$ cat src/rtl/dmp_pkg.sv
package dmp_pkg;

    localparam int MODE_W = 3;
    localparam int NUM_TB = 2;
    localparam int NUM_CMP = 2;
    localparam int CMP_LEAD = 0;
    localparam int CMP_TRAIL = 1;

    localparam logic [MODE_W-1:0] MODE_SINGLE = 3'b100;
    localparam logic [MODE_W-1:0] MODE_REPEAT = 3'b101;

    typedef enum logic [1:0] {
        CH_OFF  = 2'd0,
        CH_WAIT = 2'd1,
        CH_HIGH = 2'd2,
        CH_DONE = 2'd3
    } ch_state_e;

    typedef struct packed {
        logic lead;
        logic trail;
    } match_evt_t;

    function automatic logic is_pulse_mode(logic [MODE_W-1:0] m);
        return (m == MODE_SINGLE) || (m == MODE_REPEAT);
    endfunction

    function automatic logic is_single(logic [MODE_W-1:0] m);
        return m == MODE_SINGLE;
    endfunction

endpackage

$ cat src/rtl/dmp_timer.sv
module dmp_timer #(
    parameter int TW = 16
) (
    input  logic          clk,
    input  logic          rst,
    input  logic          run,
    input  logic [TW-1:0] period,
    output logic [TW-1:0] count
);

    logic [TW-1:0] count_q;
    logic [TW-1:0] count_d;
    logic          at_period;

    assign at_period = (count_q == period);

    always_comb begin
        count_d = count_q;
        if (run) begin
            if (at_period) count_d = '0;
            else           count_d = count_q + TW'(1);
        end
    end

    always_ff @(posedge clk) begin
        if (rst) count_q <= '0;
        else     count_q <= count_d;
    end

    assign count = count_q;


    wrap_to_zero_chk: assert property (@(posedge clk) disable iff (rst)
        (run && count == period) |=> (count == '0));


    step_up_chk: assert property (@(posedge clk) disable iff (rst)
        (run && count != period) |=> (count == ($past(count) + TW'(1))));


    hold_when_stopped_chk: assert property (@(posedge clk) disable iff (rst)
        !run |=> $stable(count));

endmodule

$ cat src/rtl/dmp_match.sv
module dmp_match
    import dmp_pkg::*;
#(
    parameter int TW = 16
) (
    input  logic          clk,
    input  logic          rst,
    input  logic [TW-1:0] count,
    input  logic [TW-1:0] lead_val,
    input  logic [TW-1:0] trail_val,
    output match_evt_t    evt
);

    logic [TW-1:0]      ref_val [NUM_CMP];
    logic [NUM_CMP-1:0] eq_now;
    logic [NUM_CMP-1:0] eq_q;
    logic [NUM_CMP-1:0] first_eq;

    assign ref_val[CMP_LEAD]  = lead_val;
    assign ref_val[CMP_TRAIL] = trail_val;

    for (genvar i = 0; i < NUM_CMP; i++) begin : g_cmp
        assign eq_now[i]   = (count == ref_val[i]);
        assign first_eq[i] = eq_now[i] & ~eq_q[i];

        always_ff @(posedge clk) begin
            if (rst) eq_q[i] <= 1'b0;
            else     eq_q[i] <= eq_now[i];
        end


        single_fire_chk: assert property (@(posedge clk) disable iff (rst)
            first_eq[i] |=> !first_eq[i]);
    end

    assign evt.lead  = first_eq[CMP_LEAD];
    assign evt.trail = first_eq[CMP_TRAIL];

endmodule

$ cat src/rtl/dmp_channel.sv
module dmp_channel
    import dmp_pkg::*;
(
    input  logic              clk,
    input  logic              rst,
    input  logic              mode_wr,
    input  logic [MODE_W-1:0] mode_wdata,
    input  match_evt_t        evt,
    input  logic              irq_en,
    input  logic              flag_clr,
    output logic              pulse_out,
    output logic              irq_flag,
    output logic              irq
);

    logic [MODE_W-1:0] mode_q;
    ch_state_e         state_q;
    ch_state_e         state_d;
    logic              flag_q;
    logic              flag_set;

    assign flag_set = (state_q == CH_HIGH) && evt.trail;

    always_comb begin
        state_d = state_q;
        if (mode_wr) begin
            state_d = is_pulse_mode(mode_wdata) ? CH_WAIT : CH_OFF;
        end else begin
            case (state_q)
                CH_WAIT: if (evt.lead) state_d = CH_HIGH;
                CH_HIGH: if (evt.trail) state_d = is_single(mode_q) ? CH_DONE : CH_WAIT;
                default: state_d = state_q;
            endcase
        end
    end

    always_ff @(posedge clk) begin
        if (rst) begin
            mode_q  <= '0;
            state_q <= CH_OFF;
            flag_q  <= 1'b0;
        end else begin
            if (mode_wr) mode_q <= mode_wdata;
            state_q <= state_d;
            if (flag_set)      flag_q <= 1'b1;
            else if (flag_clr) flag_q <= 1'b0;
        end
    end

    assign pulse_out = (state_q == CH_HIGH);
    assign irq_flag  = flag_q;
    assign irq       = flag_q & irq_en;


    off_mode_low_chk: assert property (@(posedge clk) disable iff (rst)
        !is_pulse_mode(mode_q) |-> !pulse_out);


    write_forces_low_chk: assert property (@(posedge clk) disable iff (rst)
        mode_wr |=> !pulse_out);


    rise_needs_lead_chk: assert property (@(posedge clk) disable iff (rst)
        $rose(pulse_out) |-> $past(evt.lead));


    flag_with_fall_chk: assert property (@(posedge clk) disable iff (rst)
        $rose(irq_flag) |-> $fell(pulse_out));


    single_stays_done_chk: assert property (@(posedge clk) disable iff (rst)
        (state_q == CH_DONE && !mode_wr) |=> (state_q == CH_DONE));


    flag_sticky_chk: assert property (@(posedge clk) disable iff (rst)
        (irq_flag && !flag_clr) |=> irq_flag);

endmodule

$ cat src/rtl/dual_match_pulse.sv
module dual_match_pulse
    import dmp_pkg::*;
#(
    parameter int TW = 16
) (
    input  logic              clk,
    input  logic              rst,
    input  logic [NUM_TB-1:0] tb_run,
    input  logic [TW-1:0]     tb_period_a,
    input  logic [TW-1:0]     tb_period_b,
    input  logic              tb_sel,
    input  logic [TW-1:0]     cmp_lead,
    input  logic [TW-1:0]     cmp_trail,
    input  logic              mode_wr,
    input  logic [MODE_W-1:0] mode_wdata,
    input  logic              irq_en,
    input  logic              flag_clr,
    output logic              pulse_out,
    output logic              irq_flag,
    output logic              irq,
    output logic [TW-1:0]     count_a,
    output logic [TW-1:0]     count_b
);

    logic [TW-1:0] period_arr [NUM_TB];
    logic [TW-1:0] count_arr  [NUM_TB];
    logic [TW-1:0] watched;
    match_evt_t    evt;

    assign period_arr[0] = tb_period_a;
    assign period_arr[1] = tb_period_b;

    for (genvar t = 0; t < NUM_TB; t++) begin : g_tb
        dmp_timer #(.TW(TW)) u_timer (
            .clk    (clk),
            .rst    (rst),
            .run    (tb_run[t]),
            .period (period_arr[t]),
            .count  (count_arr[t])
        );
    end

    assign watched = tb_sel ? count_arr[1] : count_arr[0];
    assign count_a = count_arr[0];
    assign count_b = count_arr[1];

    dmp_match #(.TW(TW)) u_match (
        .clk       (clk),
        .rst       (rst),
        .count     (watched),
        .lead_val  (cmp_lead),
        .trail_val (cmp_trail),
        .evt       (evt)
    );

    dmp_channel u_channel (
        .clk        (clk),
        .rst        (rst),
        .mode_wr    (mode_wr),
        .mode_wdata (mode_wdata),
        .evt        (evt),
        .irq_en     (irq_en),
        .flag_clr   (flag_clr),
        .pulse_out  (pulse_out),
        .irq_flag   (irq_flag),
        .irq        (irq)
    );

endmodule

$ cat config.mk
export PLATFORM = sky130hd
export DESIGN_NAME = dual_match_pulse
export DESIGN_NICKNAME = d
export VERILOG_FILES = /design/src/rtl/dmp_pkg.sv /design/src/rtl/dmp_timer.sv /design/src/rtl/dmp_match.sv /design/src/rtl/dmp_channel.sv /design/src/rtl/dual_match_pulse.sv
export SDC_FILE = /design/constraint.sdc
export NUM_CORES = 1
export LEC_CHECK = 0
export BUFFER_PORTS_ARGS = -buffer_cell sky130_fd_sc_hd__buf_2
export CORE_AREA = 2 2 59 103
export DETAILED_ROUTE_END_ITERATION = 7
export DIE_AREA = 0 0 61 105
export GPL_ROUTABILITY_DRIVEN = 0
export PLACE_DENSITY = 0.81
export SLEW_MARGIN = 20
export SYNTH_ARGS = -nofsm -noshare
export SYNTH_HDL_FRONTEND = slang
export SYNTH_SLANG_ARGS = --single-unit
$ cat constraint.sdc
create_clock -name clk -period 2.4 [get_ports clk]
set_input_delay 0 -clock clk [delete_from_list [all_inputs] [get_ports clk]]
set_output_delay 0 -clock clk [all_outputs]
set_load 0.01 [all_outputs]
==> results of run 1 <==
placed cells by master (no fill, tap or decap), types with 5 or more instances in the layout:
cell	instances
a21oi_1	5
buf_4	13
nand2_1	14
buf_2	109
nand3_1	8
clkbuf_8	6
mux2i_1	13
nor4_1	6
xnor2_1	59
and3_1	6
nor2_1	39
dfxtp_1	40
xor2_1	32
mux2i_2	5
nand4_1	14
kinds of logic (layout without fill, tap and decap cells):
kind of cell             after synthesis  after routing  share of synthesized area (%)
XOR/XNOR                              91             91                           30.3
AO/OA/AOI/OAI                         14             14                           3.76
multiplexers                          21             21                           10.1
buffers and inverters                 13            138                           2.76
AND/OR/NAND/NOR                      107            107                           21.7
flip-flops                            40             40                           30.4
adder cells (fa/ha/maj)                2              2                          0.951
per-stage QoR:
| stage | instances | hold WS, ns |
|---|---|---|
| after floorplan | 288 | 0.147 |
| after global placement | 477 | 0.242 |
| after detailed placement | 477 | 0.256 |
| after CTS | 489 | 0.0474 |
| after global routing | 489 | 0.0730 |
| final | 489 | 0.0493 |
worst paths after layout:
check        slack [ns]                      from                       end  depth (start not counted)
max reg2reg        0.30  g_tb[1].u_timer.count[9]      u_channel.state_q[1]                          7
max                0.30  g_tb[1].u_timer.count[9]      u_channel.state_q[1]                          7
min reg2reg        0.51      u_channel.state_q[0]      u_channel.state_q[0]                          2
min                0.05                 tb_run[0]  g_tb[0].u_timer.count[0]                          3
worst max-delay path: cells and delay by family, from the launching register on:
| family | cells | cell delay, ns |
|---|---|---|
| compound gates | 1 | 0.30 |
| xor+xnor | 1 | 0.17 |
| flops | 1 | 0.35 |
| mux | 1 | 0.25 |
| simple gates | 4 | 0.92 |
area by class of cell:
cell class	instances	area, um2
Multi-Input combinational cell	235	1760
Fill cell	482	2080
Tap cell	76	95.1
Timing Repair Buffer	127	703
Sequential cell	40	801
Clock buffer	8	90.1
Inverter	3	11.3
registers in the layout (all words and copies together) (netlist names):
register / count
u_channel.mode_q: 3
g_tb.u_timer.count: 32
u_channel.state_q: 2
u_match.eq_q: 2
u_channel.irq_flag: 1
metal layers:
layer  up-vias  share of wire (%)  routed length [um]
met1      1203                 37                2880
met4         0                4.1                 318
met2       121                 53                4090
li1       1235                  -                   -
met3        21                6.3                 490
met5         -                  0                   0
repair_timing:
item / 4_1_cts / 5_1_grt
endpoints found under the setup margin: 0 / 0
endpoints found under the hold margin: 4 / 0
hold buffers: 4 / 0
power by group:
group / internal, uW / total (uW) / switching (uW)
registers: 675 / 691 / 15.9
logic: 137 / 260 / 123
clock network: 235 / 467 / 232
total: 1050 / 1420 / 371
==> qor.csv, run 1 <==
stage,metric,value,unit
run_status,outcome,"finished, final reports clean",
sta,Final TNS setup,0,ns
clock_tree,post-CTS setup repair buffer count,0,
clock_tree,CTS tree,done,
floorplan,Core Footprint,5540,um2
cells_and_area,post-layout net count,489,
sta,min Tclk post-route,2.10,ns
clock_tree,Root Driver,clkbuf_8,
sta,final hold viol count,0,
logic_synthesis,dominant cells by area after synthesis,"dfxtp_1 (30%), xnor2_1 (20%), xor2_1 (11%), nor2_1 (5.6%), mux2i_1 (4.9%)",
setup_path,"slowest stage delay, CP",0.35,ns
detailed_routing,average vias per placed instance,5.28,
job,max_cap viols,0,
grt,GR Util met3,3.22,%
sta,setup ws final,0.305,ns
floorplan,Die Ht,105,um
detailed_routing,post-route ant nets,0,
placement,Area after DPL,3330,um2
clock_tree,cts bufs inserted,5,
grt,number of global-route vias before repair,2617,
grt,met1 GRT Util,27.3,%
clock_tree,post-CTS sizing,0,
pwr,Total Power,1420,uW
logic_synthesis,Cells after Synth,288,
grt,global-route wire length before repair,11800,um
clock_tree,clock edge transition at the registers on the reported setup and hold paths,0.08,ns
grt,largest net degree at the start of global routing,17,
cells_and_area,Syn-to-layout area delta,31.4,%
placement,Place WS,0.268,ns
logic_synthesis,ys async rst share,0,%
detailed_routing,Residual DRC,0,
detailed_routing,drt total wl,7780,um
setup_path,Crit-path slowest cell,dfxtp_1,
logic_synthesis,Main synth FF type,dfxtp_1,
sta,Worst Max-Slew Pin Slew,0.591,ns
cells_and_area,ant diodes,0,
clock_tree,CTS Buffer Depth,2,
grt,busiest grt layer,met2,
clock_tree,total clock sinks,40,
sta,final slew viol count,0,
logic_synthesis,Synth top area share,30.4,%
placement,PortBufs,109,
floorplan,DIE WIDTH,61,um
detailed_routing,DRT iter0 DRCs,112,
grt,met2 Track Usage GR,43.7,%
setup_path,Crit Path Category,reg2reg,
pwr,Peak VDD IR,0.395,mV
setup_path,CP max FO,3,
clock_tree,Worst-Skew Late Latency,0.29,ns
sta,RSZ-0062 raised after global routing,no,
logic_synthesis,top-count cell post-synth,xnor2_1,
worst_hold_path,path type of the worst min-delay path,in2reg,
sta,Max Freq,477,MHz
detailed_routing,total number of vias,2580,
logic_synthesis,"Cell Area, Synth",2630,um2
setup_path,crit-path cells,mux2i_1 > xnor2_1 > nor4_2 > nand3_1 > nor4_4 > nor2_1 > o41ai_2,
sta,Final Skew,0.00514,ns
detailed_routing,1st-pass router iterations,4,
setup_path,worst path required time,2.59,ns
logic_synthesis,sequential share of the synthesized area,30.4,%
sta,period utilization,87.3,%
setup_path,critical path launch point type,flip-flop,
cells_and_area,layout cells sized above 1,34.4,%
clock_tree,htree depth,2,
floorplan,die area,6410,um2
sta,Final setup viols,0,
floorplan,IO Count,110,
grt,Congestion Overflow GR,0,
floorplan,FP Rows,36,
logic_synthesis,"area leader, netlist",dfxtp_1,
pwr,pwr dens,410,nW/um2
setup_path,Critical Path End Type,flip-flop,
logic_synthesis,Syn Area/Cell,9.14,um2
cells_and_area,final instance area,3460,um2
detailed_routing,wire per inst,15.9,um
pwr,Leak,0.00152,uW
floorplan,Starting Density,47.5,%
logic_synthesis,"Distinct cells, synth",33,
logic_synthesis,Ys Warns,0,
logic_synthesis,#FFs+latches synth,40,
logic_synthesis,"EDFF count, synth",0,
logic_synthesis,syn nets,365,
cells_and_area,Final Util,62.4,%
grt,total track usage,24.8,%
placement,post-DP HPWL,6140,um
setup_path,Crit path arrival time,2.29,ns
grt,initial antenna violation count,0,
logic_synthesis,Post-synth top cells,"xnor2_1 (59), dfxtp_1 (40), nor2_1 (39)",
sta,Slew HR,60.6,%
Note: power is estimated with default switching activity, not from simulation.
==> run 2, diff against run 1 <==
--- a/config.mk
+++ b/config.mk
@@ -5,12 +5,12 @@
 export SDC_FILE = /design/constraint.sdc
 export NUM_CORES = 1
 export LEC_CHECK = 0
-export BUFFER_PORTS_ARGS = -buffer_cell sky130_fd_sc_hd__buf_2
-export CORE_AREA = 2 2 59 103
+export CORE_AREA = 2 2 54 95
 export DETAILED_ROUTE_END_ITERATION = 7
-export DIE_AREA = 0 0 61 105
+export DIE_AREA = 0 0 56 97
+export DONT_BUFFER_PORTS = 1
 export GPL_ROUTABILITY_DRIVEN = 0
-export PLACE_DENSITY = 0.81
+export PLACE_DENSITY = 0.74
 export SLEW_MARGIN = 20
 export SYNTH_ARGS = -nofsm -noshare
 export SYNTH_HDL_FRONTEND = slang
==> constraint.sdc (replaced) <==
create_clock -name clk -period 2.4 [get_ports clk]
set_input_delay 0.24 -clock clk [delete_from_list [all_inputs] [get_ports clk]]
set_output_delay 0.24 -clock clk [all_outputs]
set_load 0.01 [all_outputs]
==> qor.csv, run 2 (synthesis gave the netlist of run 1 again) <==
stage,metric,value,unit,change
run_status,outcome,"finished, final reports clean",,
sta,period utilization,85.9,%,-1.4 points
setup_path,CP max FO,5,,+2
clock_tree,CTS Buffer Depth,2,,unchanged
floorplan,FP Rows,33,,-8.3%
pwr,Clk pwr share,35.8,%,+2.9 points
sta,Max Freq,485,MHz,+1.6%
setup_path,dominant delay contributor by cell family on the critical path,simple AND/OR/NAND/NOR gates,,
setup_path,Crit path arrival time,2.27,ns,-0.02 ns
placement,PortBufs,0,,-100%
floorplan,Starting Density,56.9,%,+9.4 points
clock_tree,Root Driver,clkbuf_8,,
setup_path,Crit-path slowest cell,dfxtp_1,,
cells_and_area,"commonest non-fill, non-tap cell in the layout",xnor2_1,,
worst_hold_path,path type of the worst min-delay path,in2reg,,
cells_and_area,layout cells sized above 1,14.7,%,-20 points
pwr,Net Sw Power,327,uW,-12%
setup_path,worst path required time,2.61,ns,+0.02 ns
clock_tree,post-CTS setup repair buffer count,0,,unchanged
sta,final slew viol count,0,,unchanged
floorplan,Die Ht,97,um,-7.6%
detailed_routing,total number of vias,2164,,-16%
grt,number of global-route vias before repair,2171,,-17%
detailed_routing,post-route ant nets,0,,unchanged
detailed_routing,DRT iter0 DRCs,69,,-38%
pwr,Leak,0.00109,uW,-28%
placement,Place WS,0.346,ns,+0.0771 ns
grt,global-route wire length before repair,10900,um,-8.2%
detailed_routing,drt total wl,7100,um,-8.7%
sta,Final setup viols,0,,unchanged
job,max_cap viols,0,,unchanged
pwr,pwr dens,452,nW/um2,+10%
setup_path,Critical Path End Type,flip-flop,,
setup_path,crit-path cells,mux2i_1 > xnor2_1 > nor4_2 > nand3_1 > nor4_4 > nor2_1 > o41ai_2,,
sta,RSZ-0062 raised after global routing,no,,
sta,Worst Max-Slew Pin Slew,0.539,ns,-0.0518 ns
clock_tree,htree depth,2,,unchanged
sta,min Tclk post-route,2.06,ns,-0.0336 ns
pwr,Cell Int Power,1000,uW,-4.3%
setup_path,Crit path buffers/inverters,0,,unchanged
pwr,Combinational Power Share,12.6,%,-5.7 points
detailed_routing,Residual DRC,0,,unchanged
pwr,Sw Ratio,24.6,%,-1.6 points
placement,post-DP HPWL,5860,um,-4.6%
setup_path,"slowest stage delay, CP",0.48,ns,+0.13 ns
cells_and_area,Final Util,63.6,%,+1.2 points
detailed_routing,average vias per placed instance,5.95,,+13%
sta,Final Skew,0.00799,ns,+0.00286 ns
sta,Slew HR,64.1,%,+3.5 points
cells_and_area,max reg flops,32,,unchanged
detailed_routing,wire per inst,19.5,um,+23%
clock_tree,CTS tree,done,,
cells_and_area,post-layout net count,388,,-21%
grt,total track usage,26.1,%,+1.3 points
floorplan,DIE WIDTH,56,um,-8.2%
clock_tree,Worst-Skew Late Latency,0.30,ns,about the same
grt,Congestion Overflow GR,0,,unchanged
pwr,sequential share of power,51.6,%,+2.9 points
floorplan,Core Footprint,4620,um2,-17%
sta,Final TNS setup,0,ns,unchanged
pwr,Peak VDD IR,0.511,mV,+29%
cells_and_area,final-layout fill cell count,404,,-16%
cells_and_area,Syn-to-layout area delta,11.8,%,
clock_tree,clock edge transition at the registers on the reported setup and hold paths,0.08,ns,about the same
sta,setup ws final,0.338,ns,+0.0336 ns
sta,final hold viol count,0,,unchanged
clock_tree,total clock sinks,40,,unchanged
clock_tree,cts bufs inserted,5,,unchanged
setup_path,Crit Path Category,reg2reg,,
cells_and_area,most frequent cells in the layout,"xnor2_1 (59), dfxtp_1 (40), nor2_1 (39)",,
grt,largest net degree at the start of global routing,17,,unchanged
floorplan,die area,5430,um2,-15%
cells_and_area,ant diodes,0,,unchanged
detailed_routing,1st-pass router iterations,4,,unchanged
setup_path,critical path launch point type,flip-flop,,
grt,initial antenna violation count,0,,unchanged
floorplan,IO Count,110,,unchanged
run 2: cell types whose count changed in the layout (fill, tap and decap cells not counted):
cell and delta:
buf_2 -109, dlygate4sd3_1 -3, clkinv_2 +1, buf_4 +11
clkbuf_1 -2, inv_6 +1
run 2: routing by layer:
| metal | routed length, um | GRT usage, % |
|---|---|---|
| met3 | 641 | 9.89 |
| met2 | 3890 | 48.7 |
| met5 | 0 | 0 |
| met1 | 2350 | 24.5 |
| met4 | 221 | 11.0 |
run 2: metrics by stage:
stage               std cells  area (um2)  power (uW)  hold slack [ns]
finish                    364        2940        1330          0.00500
global placement          355        2840         865            0.317
detailed placement        355        2840         868            0.319
global route              364        2940        1380         0.000948
CTS                       363        2930        1340          0.00324
floorplan                 288        2630         848            0.387
run 2: path summary, 6_finish.rpt:
path / slack, ns / endpoint / cells past startpoint / start
hold / removal: 0.005 / u_channel.irq_flag / 1 / rst
setup / recovery: 0.34 / u_channel.state_q[1] / 7 / g_tb[0].u_timer.count[4]
setup reg to reg: 0.34 / u_channel.state_q[1] / 7 / g_tb[0].u_timer.count[4]
hold reg to reg: 0.50 / u_channel.mode_q[0] / 2 / u_channel.mode_q[0]
run 2: power by group through the flow:
stage / clock network, uW / registers, uW / logic (uW)
2_1_floorplan: 0 / 711 / 137
3_3_place_gp: 0 / 701 / 164
3_5_place_dp: 0 / 701 / 166
4_1_cts: 483 / 685 / 167
5_1_grt: 510 / 687 / 184
6_report: 476 / 685 / 168
run 2: cell type report:
class | count | area, um2 | area share, %
Sequential cell | 40 | 801 | 27.2
Timing Repair Buffer | 26 | 210 | 7.15
Tap cell | 52 | 65.1 | 2.21
Inverter | 3 | 11.3 | 0.383
Clock inverter | 2 | 13.8 | 0.468
Multi-Input combinational cell | 235 | 1760 | 59.8
Clock buffer | 6 | 82.6 | 2.81
run 2: repair_timing:
action	CTS	global route
hold buffers	0	1
endpoints found under the hold margin	0	1
gates resized for setup	0	0
run 2: worst register-to-register path, delay by kind of cell, from the launching register on:
kind	cells	cell delay, ns
AOI/OAI and AO/OA	1	0.26
xor gates and xnor gates	1	0.17
DFF	1	0.48
muxes	1	0.18
and+or+nand+nor	4	0.90
